## src/rtl/evc_pkg.sv

```systemverilog
package evc_pkg;
  typedef enum logic [1:0] {
    EM_RISE  = 2'd0,
    EM_FALL  = 2'd1,
    EM_BOTH  = 2'd2,
    EM_RSVD  = 2'd3
  } edge_mode_e;
endpackage

```

## src/rtl/evc_src_mux.sv

```systemverilog
module evc_src_mux #(
  parameter int N_EXT = 4,
  parameter int SEL_W = 3
) (
  input  logic [SEL_W-1:0] sel,
  input  logic [N_EXT-1:0] ext,
  input  logic             tst,
  output logic             line
);
  always_comb begin
    line = 1'b0;
    for (int i = 0; i < N_EXT; i++) begin
      if (sel == SEL_W'(i)) line = ext[i];
    end
    if (sel == SEL_W'(N_EXT)) line = tst;
  end
endmodule

```

## src/rtl/evc_sync.sv

```systemverilog
module evc_sync #(
  parameter int STAGES = 2
) (
  input  logic clk,
  input  logic rst_n,
  input  logic din,
  output logic dout
);
  logic [STAGES-1:0] chain;

  always_ff @(posedge clk or negedge rst_n) begin
    if (!rst_n) chain <= '0;
    else        chain <= {chain[STAGES-2:0], din};
  end

  assign dout = chain[STAGES-1];
endmodule

```

## src/rtl/evc_debounce.sv

```systemverilog
module evc_debounce #(
  parameter int CODE_W   = 3,
  parameter int LONG_LEN = 16
) (
  input  logic              clk,
  input  logic              rst_n,
  input  logic              hold,
  input  logic              din,
  input  logic [CODE_W-1:0] code,
  output logic              level
);
  localparam int CW = $clog2(LONG_LEN + 1);

  logic [CW-1:0] run_cnt;
  logic [CW-1:0] need;

  // Nonlinear length: all-ones selects the long filter.
  always_comb begin
    if (code == {CODE_W{1'b1}}) need = CW'(LONG_LEN);
    else                        need = CW'(code) + CW'(1);
  end

  always_ff @(posedge clk or negedge rst_n) begin
    if (!rst_n) begin
      level   <= 1'b0;
      run_cnt <= '0;
    end else if (hold) begin
      level   <= 1'b0;
      run_cnt <= '0;
    end else if (din == level) begin
      run_cnt <= '0;
    end else if (run_cnt + CW'(1) == need) begin
      level   <= din;
      run_cnt <= '0;
    end else begin
      run_cnt <= run_cnt + CW'(1);
    end
  end
endmodule

```

## src/rtl/evc_edge_count.sv

```systemverilog
module evc_edge_count
  import evc_pkg::*;
#(
  parameter int THR_W = 4
) (
  input  logic             clk,
  input  logic             rst_n,
  input  logic             hold,
  input  logic             level,
  input  edge_mode_e       mode,
  input  logic [THR_W-1:0] thr,
  input  logic             clr,
  output logic             pulse,
  output logic             irq
);
  logic             prev;
  logic [THR_W-1:0] ev_cnt;
  logic             rise, fall, hit;

  assign rise = level & ~prev;
  assign fall = ~level & prev;

  always_comb begin
    unique case (mode)
      EM_RISE: pulse = rise;
      EM_FALL: pulse = fall;
      default: pulse = rise | fall;
    endcase
  end

  assign hit = pulse && (ev_cnt == thr);

  always_ff @(posedge clk or negedge rst_n) begin
    if (!rst_n) begin
      prev   <= 1'b0;
      ev_cnt <= '0;
      irq    <= 1'b0;
    end else if (hold) begin
      prev   <= 1'b0;
      ev_cnt <= '0;
      irq    <= 1'b0;
    end else begin
      prev <= level;
      if (hit)        ev_cnt <= '0;
      else if (pulse) ev_cnt <= ev_cnt + THR_W'(1);
      if (hit)        irq <= 1'b1;
      else if (clr)   irq <= 1'b0;
    end
  end
endmodule

```

## src/rtl/edge_event_counter.sv

```systemverilog
module edge_event_counter
  import evc_pkg::*;
#(
  parameter int N_EXT       = 4,
  parameter int SEL_W       = 3,
  parameter int CODE_W      = 3,
  parameter int LONG_LEN    = 16,
  parameter int THR_W       = 4,
  parameter int SYNC_STAGES = 2
) (
  input  logic              clk,
  input  logic              rst_n,
  input  logic              enable,
  input  logic [SEL_W-1:0]  src_sel,
  input  logic [N_EXT-1:0]  ext_in,
  input  logic              test_sig,
  input  logic [CODE_W-1:0] filt_code,
  input  logic [1:0]        edge_mode,
  input  logic [THR_W-1:0]  threshold,
  input  logic              irq_clr,
  output logic              irq,
  output logic              edge_pulse
);
  logic sel_line, synced, filtered, hold;

  assign hold = ~enable;

  evc_src_mux #(.N_EXT(N_EXT), .SEL_W(SEL_W)) u_mux (
    .sel(src_sel), .ext(ext_in), .tst(test_sig), .line(sel_line)
  );

  evc_sync #(.STAGES(SYNC_STAGES)) u_sync (
    .clk(clk), .rst_n(rst_n), .din(sel_line), .dout(synced)
  );

  evc_debounce #(.CODE_W(CODE_W), .LONG_LEN(LONG_LEN)) u_filt (
    .clk(clk), .rst_n(rst_n), .hold(hold), .din(synced),
    .code(filt_code), .level(filtered)
  );

  evc_edge_count #(.THR_W(THR_W)) u_cnt (
    .clk(clk), .rst_n(rst_n), .hold(hold), .level(filtered),
    .mode(edge_mode_e'(edge_mode)), .thr(threshold), .clr(irq_clr),
    .pulse(edge_pulse), .irq(irq)
  );
endmodule

```

## config.mk

```make
export PLATFORM = sky130hd
export DESIGN_NAME = edge_event_counter
export DESIGN_NICKNAME = d
export VERILOG_FILES = /design/src/rtl/evc_pkg.sv /design/src/rtl/evc_src_mux.sv /design/src/rtl/evc_sync.sv /design/src/rtl/evc_debounce.sv /design/src/rtl/evc_edge_count.sv /design/src/rtl/edge_event_counter.sv
export SDC_FILE = /design/constraint.sdc
export NUM_CORES = 1
export LEC_CHECK = 0
export BUFFER_PORTS_ARGS = -buffer_cell sky130_fd_sc_hd__buf_2
export CAP_MARGIN = 20
export CELL_PAD_IN_SITES_DETAIL_PLACEMENT = 1
export CELL_PAD_IN_SITES_GLOBAL_PLACEMENT = 1
export CORE_MARGIN = 1.5
export CORE_UTILIZATION = 39
export DETAILED_ROUTE_END_ITERATION = 8
export PLACE_DENSITY = 0.85
export SETUP_SLACK_MARGIN = 0.3
export SLEW_MARGIN = 25
export SYNTH_ARGS = -nofsm -noshare
export SYNTH_HDL_FRONTEND = slang
export SYNTH_SLANG_ARGS = --single-unit
```

## constraint.sdc

```tcl
create_clock -name clk -period 2.18 [get_ports clk]
set_input_delay 0.436 -clock clk [delete_from_list [all_inputs] [get_ports clk]]
set_output_delay 0.436 -clock clk [all_outputs]
set_load 0.005 [all_outputs]
```

; ---- Word-level counts from Yosys, hierarchy flattened
; Cells that the tools add are included.
[word_totals]
regBits = 14
input_bits = 21
[op_classes]
n_addsub = 3
n_eq_ne = 13
muxes = 20
n_bitwise = 5
n_reduce_logical = 4
[op_table]
columns = operator, count
row1 = two-way mux 5 bit, 4
row2 = two-way mux 1 bit, 12
row3 = two-way mux 4 bit, 3
row4 = == test 3 x 2 -> 1 bit (second input constant), 2
row5 = == test 3 bit (second input constant), 2
row6 = != test 3 x 1 -> 1 bit (second input constant), 2
row7 = adder 5 x 1 -> 5 bit (second input constant), 1
row8 = == test 5 bit, 1
row9 = adder 3 x 1 -> 4 bit (second input constant), 1
row10 = adder 4 x 1 -> 4 bit (second input constant), 1
row11 = == test 4 bit, 1
row12 = == test 3 x 1 -> 1 bit (second input constant), 1
row13 = logical NOT 3 bit, 1
row14 = AND 1 bit, 2
row15 = == test 2 x 1 -> 1 bit (second input constant), 1
row16 = logical NOT 2 bit, 1
row17 = != test 2 x 1 -> 1 bit (second input constant), 1
row18 = != test 2 bit (second input constant), 1
row19 = inverter 1 bit, 2
row20 = case mux 1 bit (2 select lines), 1
row21 = AND reduction 2 bit, 1
row22 = == test 1 bit, 1
row23 = logical AND 1 bit, 1
row24 = OR 1 bit, 1

; ---- Logic depth before layout (Yosys ltp)
[depth]
ltp_word = 7
mapped_depth = 7
mapped_depth_nobuf = 7

; ---- Cells and area by module
; Synthesis repeated with hierarchy kept, for this count alone.
[unflattened]
cells_unflattened = 91
area_unflattened_um2 = 968.4
[by_module_without_submodules]
columns = mod, n_inst, cells_each, area_per_inst_um2, seq_area_each_um2
row1 = evc_debounce, 1, 41, 439.2, 150.1
row2 = evc_edge_count, 1, 41, 421.7, 150.1
row3 = evc_src_mux, 1, 6, 53.8, 0.0
row4 = evc_sync, 1, 2, 50.0, 50.0
row5 = edge_event_counter, 1, 1, 3.8, 0.0

; ---- Least setup slack after synthesis
; Ideal clock, no wire load.
[synth_path]
path_type = input to register
from = input port filt_code[0]
to = register u_filt.level
setup_ns = 0.079
arrival_ns = 1.862
slack_ns = 0.239
cell_stages = 6
cell_sequence = ha_1 ha_1 xnor2_1 or3_4 a211oi_4 mux2i_1
[synth_via]
elab_chain_cells = 5
[synth_lines]
columns = element, line
row1 = from (decl), edge_event_counter.sv:17  ; input logic [CODE_W-1:0] filt_code,
row2 = adder 3 x 1 -> 4 bit or == test 3 bit (tied branches), "evc_debounce.sv:20, evc_debounce.sv:19"
row3 = two-way mux 5 bit *, evc_debounce.sv:19  ; if (code == {CODE_W{1'b1}}) need = CW'(LONG_LEN);
row4 = == test 5 bit *, evc_debounce.sv:32  ; end else if (run_cnt + CW'(1) == need) begin
row5 = != test 2 x 1 -> 1 bit (no source line) *, --
row6 = AND reduction 2 bit (no source line) *, --
row7 = to (signal assigned), evc_debounce.sv:33  ; level <= din;
row8 = to (decl), evc_debounce.sv:10  ; output logic level
; Mark *: on every way between the ends. The rest lies on a longest branch, timed or not.
; A chain may end at the register's enable or synchronous reset.

; ---- Worst setup path in the final report
[layout_path]
from = register u_filt.level
to = output port edge_pulse
[layout_via]
elab_chain_cells = 4
[layout_lines]
columns = element, line
row1 = inverter 1 bit, evc_edge_count.sv:21  ; assign fall = ~level & prev;
row2 = AND 1 bit, evc_edge_count.sv:21
row3 = OR 1 bit, evc_edge_count.sv:27  ; default: pulse = rise | fall;
row4 = case mux 1 bit (2 select lines) *, evc_edge_count.sv:24  ; unique case (mode)
row5 = to (decl), edge_event_counter.sv:22  ; output logic edge_pulse
; Marks and branches as above.

==> impl_results.rst <==
.. list-table::
   :header-rows: 1

   * - Metric
     - Value
   * - Status
     - completed
   * - Pwr/cell area
     - around 490 mW/mm²
   * - Total congestion overflow
     - 0
   * - Clock H-tree levels
     - 1
   * - Width of the die
     - between 50 and 60 µm
   * - Global router's overall resource usage
     - 0.224
   * - Ys flop type
     - dfrtp_1
   * - Max Fanout on Critical Path
     - 3
   * - WP buf/inv
     - 3
   * - Worst EP required
     - ~1700 ps
   * - Register-to-Register Path Depth
     - 8
   * - Largest cells by area after synthesis
     - dfrtp_1 (39%), ha_1 (8.3%), xor2_1 (7.7%)
   * - Worst hold slack
     - 32.7 ps
   * - Number of core rows
     - 17
   * - Portion of total power attributed to the clock network
     - 0.297
   * - Worst Setup Path Type
     - register to primary output
   * - Critical-path cell with the highest stage delay
     - dfrtp_1
   * - Synth Area per Inst
     - just over 10 µm²
   * - Max VDD drop
     - around 0.00054 V
   * - Number of global-route vias before repair
     - around 930
   * - Proportion of synthesized area in mux cells
     - 0.0484
   * - DPL Wire Length
     - 1850 µm
   * - Average detailed-routed wire length per instance
     - about 17 µm
   * - Pin count of the biggest net entering global routing
     - 15
   * - Crit-path leading delay family
     - flip-flops
   * - Launch point of the worst reg-to-reg path
     - u_filt.level$_DFFE_PN0P_
   * - Startpoint type of the worst setup path
     - register
   * - Fraction of layout instances using a drive strength above 1
     - 0.508
   * - DR pass1 iterations
     - 3
   * - Clock period minus final worst setup slack
     - 1950 ps
   * - Clock-pin slew reported for the worst setup and hold paths after clock tree synthesis
     - 90 ps
   * - Adder-cell share of the synthesized area
     - 0.0830
   * - Min-Delay Path Class
     - input pin to async pin
   * - Endpoint class of the critical path
     - primary output
   * - # port buffers
     - 22
   * - CORE AREA
     - between 0.002 and 0.0025 mm²
   * - Reg2reg end
     - u_cnt.ev_cnt[3]$_DFFE_PN0P_
   * - Global placer's final weighted congestion
     - roughly 0.74
   * - Final Skew
     - around 5.2 ps
   * - Final number of hold-violating endpoints
     - 0
   * - Power Internal
     - between 0.0004 and 0.0005 W
   * - Antenna violations before repair
     - 0
   * - Final nets
     - about 160
   * - Switching portion of total power
     - 0.282
   * - Combinational power share
     - 0.266
   * - Number of flip-flops and latches in the synthesized netlist
     - 14
   * - Count of vias placed by the detailed router
     - 823
   * - Post-DRT Antenna Nets
     - 0
   * - Sequential area share after synthesis
     - 0.387
   * - Accumulated negative setup slack
     - 0 ps
   * - Final count of negative-setup-slack endpoints
     - 0
   * - Number of vias per cell after detailed routing
     - between 5 and 6
   * - Fraction of the cycle the final worst path needs
     - 0.896
   * - Clock buffer count from CTS
     - 3
   * - Vert. Die Dim
     - slightly above 50 µm
   * - Max Clk Rate
     - around 0.51 GHz
   * - Count of warnings emitted by yosys
     - 0
   * - Commonest cells in the synthesized netlist
     - dfrtp_1 (14), nand2_1 (9), xor2_1 (8)
   * - Antenna cells
     - 0
   * - Ordered cell list for the critical path
     - inv_1 > ha_2 > mux2_4 > o21ai_4 > inv_2 > buf_2
   * - Number of distinct library cell variants in the gate-level netlist after synthesis
     - 33
   * - Violation count after the first detailed-routing iteration
     - 5
   * - Fraction of the mapped netlist area in simple logic gates
     - 0.198
   * - Switching pwr
     - approximately 0.00018 W
   * - Portion of synthesized cell area occupied by the leading cell type
     - 0.387
   * - Most area-hungry cell type in the Yosys netlist
     - dfrtp_1
   * - Total routed wirelength
     - roughly 2600 µm
   * - Sequential power share
     - 0.436
   * - Slew Viols, Final
     - 0
   * - Worst endpoint data arrival time
     - ~1500 ps
   * - Root buf cell
     - clkbuf_4
   * - Register-to-register setup slack
     - about 300 ps
   * - Number of placed I/O pins
     - 23
   * - Maximum clock path buffer count
     - 2
   * - Clock tree from TritonCTS
     - yes
   * - Cell area after synthesis
     - about 900 µm²
   * - Remaining DRCs
     - 0
   * - Crit path largest cell delay
     - 400 ps
   * - Global-route wire length before repair
     - 4270 µm
   * - Post-synth ARST share
     - 1.00
   * - Relative slew margins
     - 0.680
   * - Cell leakage power
     - about 0.59 nW
   * - Area growth from synthesis to final layout
     - 43.6%
   * - Most frequent cell after synthesis
     - dfrtp_1
   * - Hold-fix buffers at CTS
     - 0
   * - Net count after synthesis
     - around 120
   * - Area of the die
     - 0.00262 mm²
   * - Fraction of the mapped netlist area in compound gates
     - 0.138
   * - Number of cells produced by synthesis
     - roughly 90
   * - Combinational family with the most area after synthesis
     - simple AND/OR/NAND/NOR gates
   * - Clock latency on the worst-skew pair
     - 280 ps
   * - Initial cell density of the core
     - 0.413
   * - Measured slew at the worst slew-check pin
     - about 480 ps
   * - Number of clock sinks seen by CTS
     - 14
   * - Count of max-cap constraint violations
     - 0
   * - Xor and xnor fraction of the mapped netlist area
     - 0.116
   * - RSZ-0062 raised after global routing
     - true
   * - Count of flip-flops with a built-in enable after synthesis
     - 0
-- logic make-up (layout without fill, tap and decap cells) --
| logic type | count (synthesis) | count (layout) |
|---|---|---|
| AND/OR/NAND/NOR | 30 | 30 |
| AO/OA/AOI/OAI | 17 | 17 |
| flip-flops | 14 | 14 |
| XOR/XNOR | 12 | 12 |
| buffers and inverters | 7 | 46 |
| adder cells (fa/ha/maj) | 6 | 6 |
| multiplexers | 3 | 3 |
-- cell type report --
cell class / count / area, µm²
clock buffers: 4 / 36.3
inverters: 7 / 26.3
multi-input cells: 68 / 642
repair buffers: 35 / 208
flip-flops and latches: 14 / 352
fillers: 249 / 892
well taps: 28 / 35.0
-- power groups by stage --
stage | Sequential (W) | Clock, W | Combinational (W)
after global placement | 0.000282 | 0 | 0.000108
after floorplan | 0.000281 | 0 | 0.0000692
final | 0.000278 | 0.000189 | 0.000170
after global routing | 0.000279 | 0.000207 | 0.000184
after detailed placement | 0.000284 | 0 | 0.000116
after CTS | 0.000278 | 0.000194 | 0.000141
-- layer usage --
layer  track usage  vias to the layer above  wire [µm]
met5             0                        -          0
met4        0.0676                        0         27
met3        0.0409                        2         59
met2         0.431                       16       1420
met1         0.245                      413       1090
li1              -                      392          -
-- sequential cells by signal, indices dropped and copies added, names as in the netlist --
register        cells
u_cnt.ev_cnt        4
u_cnt.irq           1
u_cnt.prev          1
u_filt.level        1
u_filt.run_cnt      5
u_sync.chain        2
-- timing repair --
item                                    CTS  global route
resized for setup                        11            10
endpoints found under the setup margin    7            11
buffers inserted                          7             5
pin swaps                                 5             5
-- worst max-delay path by stage --
stage                     cells past startpoint  slack [ps]                       end                     start
after floorplan                               6         320  u_filt.level$_DFFE_PN0P_              filt_code[0]
after global placement                        7         140  u_filt.level$_DFFE_PN0P_              filt_code[0]
after detailed placement                      7          50  u_filt.level$_DFFE_PN0P_              filt_code[0]
after CTS                                     6         210                edge_pulse  u_filt.level$_DFFE_PN0P_
after global routing                          6         170                edge_pulse  u_filt.level$_DFFE_PN0P_
final                                         6         230                edge_pulse  u_filt.level$_DFFE_PN0P_
-- layout by cell type, fill, tap and decap left out, drive strengths merged, types with 3 or more instances in the layout --
| cell type | n |
|---|---|
| buf | 35 |
| dfrtp | 14 |
| nand2 | 9 |
| xor2 | 8 |
| inv | 7 |
| o21ai | 6 |
| ha | 6 |
| xnor2 | 4 |
| clkbuf | 4 |
| nor3b | 3 |
| nor3 | 3 |
| nand3 | 3 |
| a21boi | 3 |
-- stage by stage --
stage / utilization / power (W) / instance area (µm²) / std cells / setup WS [ps]
3_3_place_gp: 0.493 / 0.000390 / 1080 / 140 / 142
3_5_place_dp: 0.493 / 0.000400 / 1080 / 140 / 52.6
2_1_floorplan: - / 0.000350 / 928 / 89 / 319
4_1_cts: 0.552 / 0.000613 / 1210 / 151 / 210
6_report: 0.593 / 0.000637 / 1300 / 156 / 226
5_1_grt: 0.593 / 0.000670 / 1300 / 156 / 173
Power figures use the tool's default switching activity.
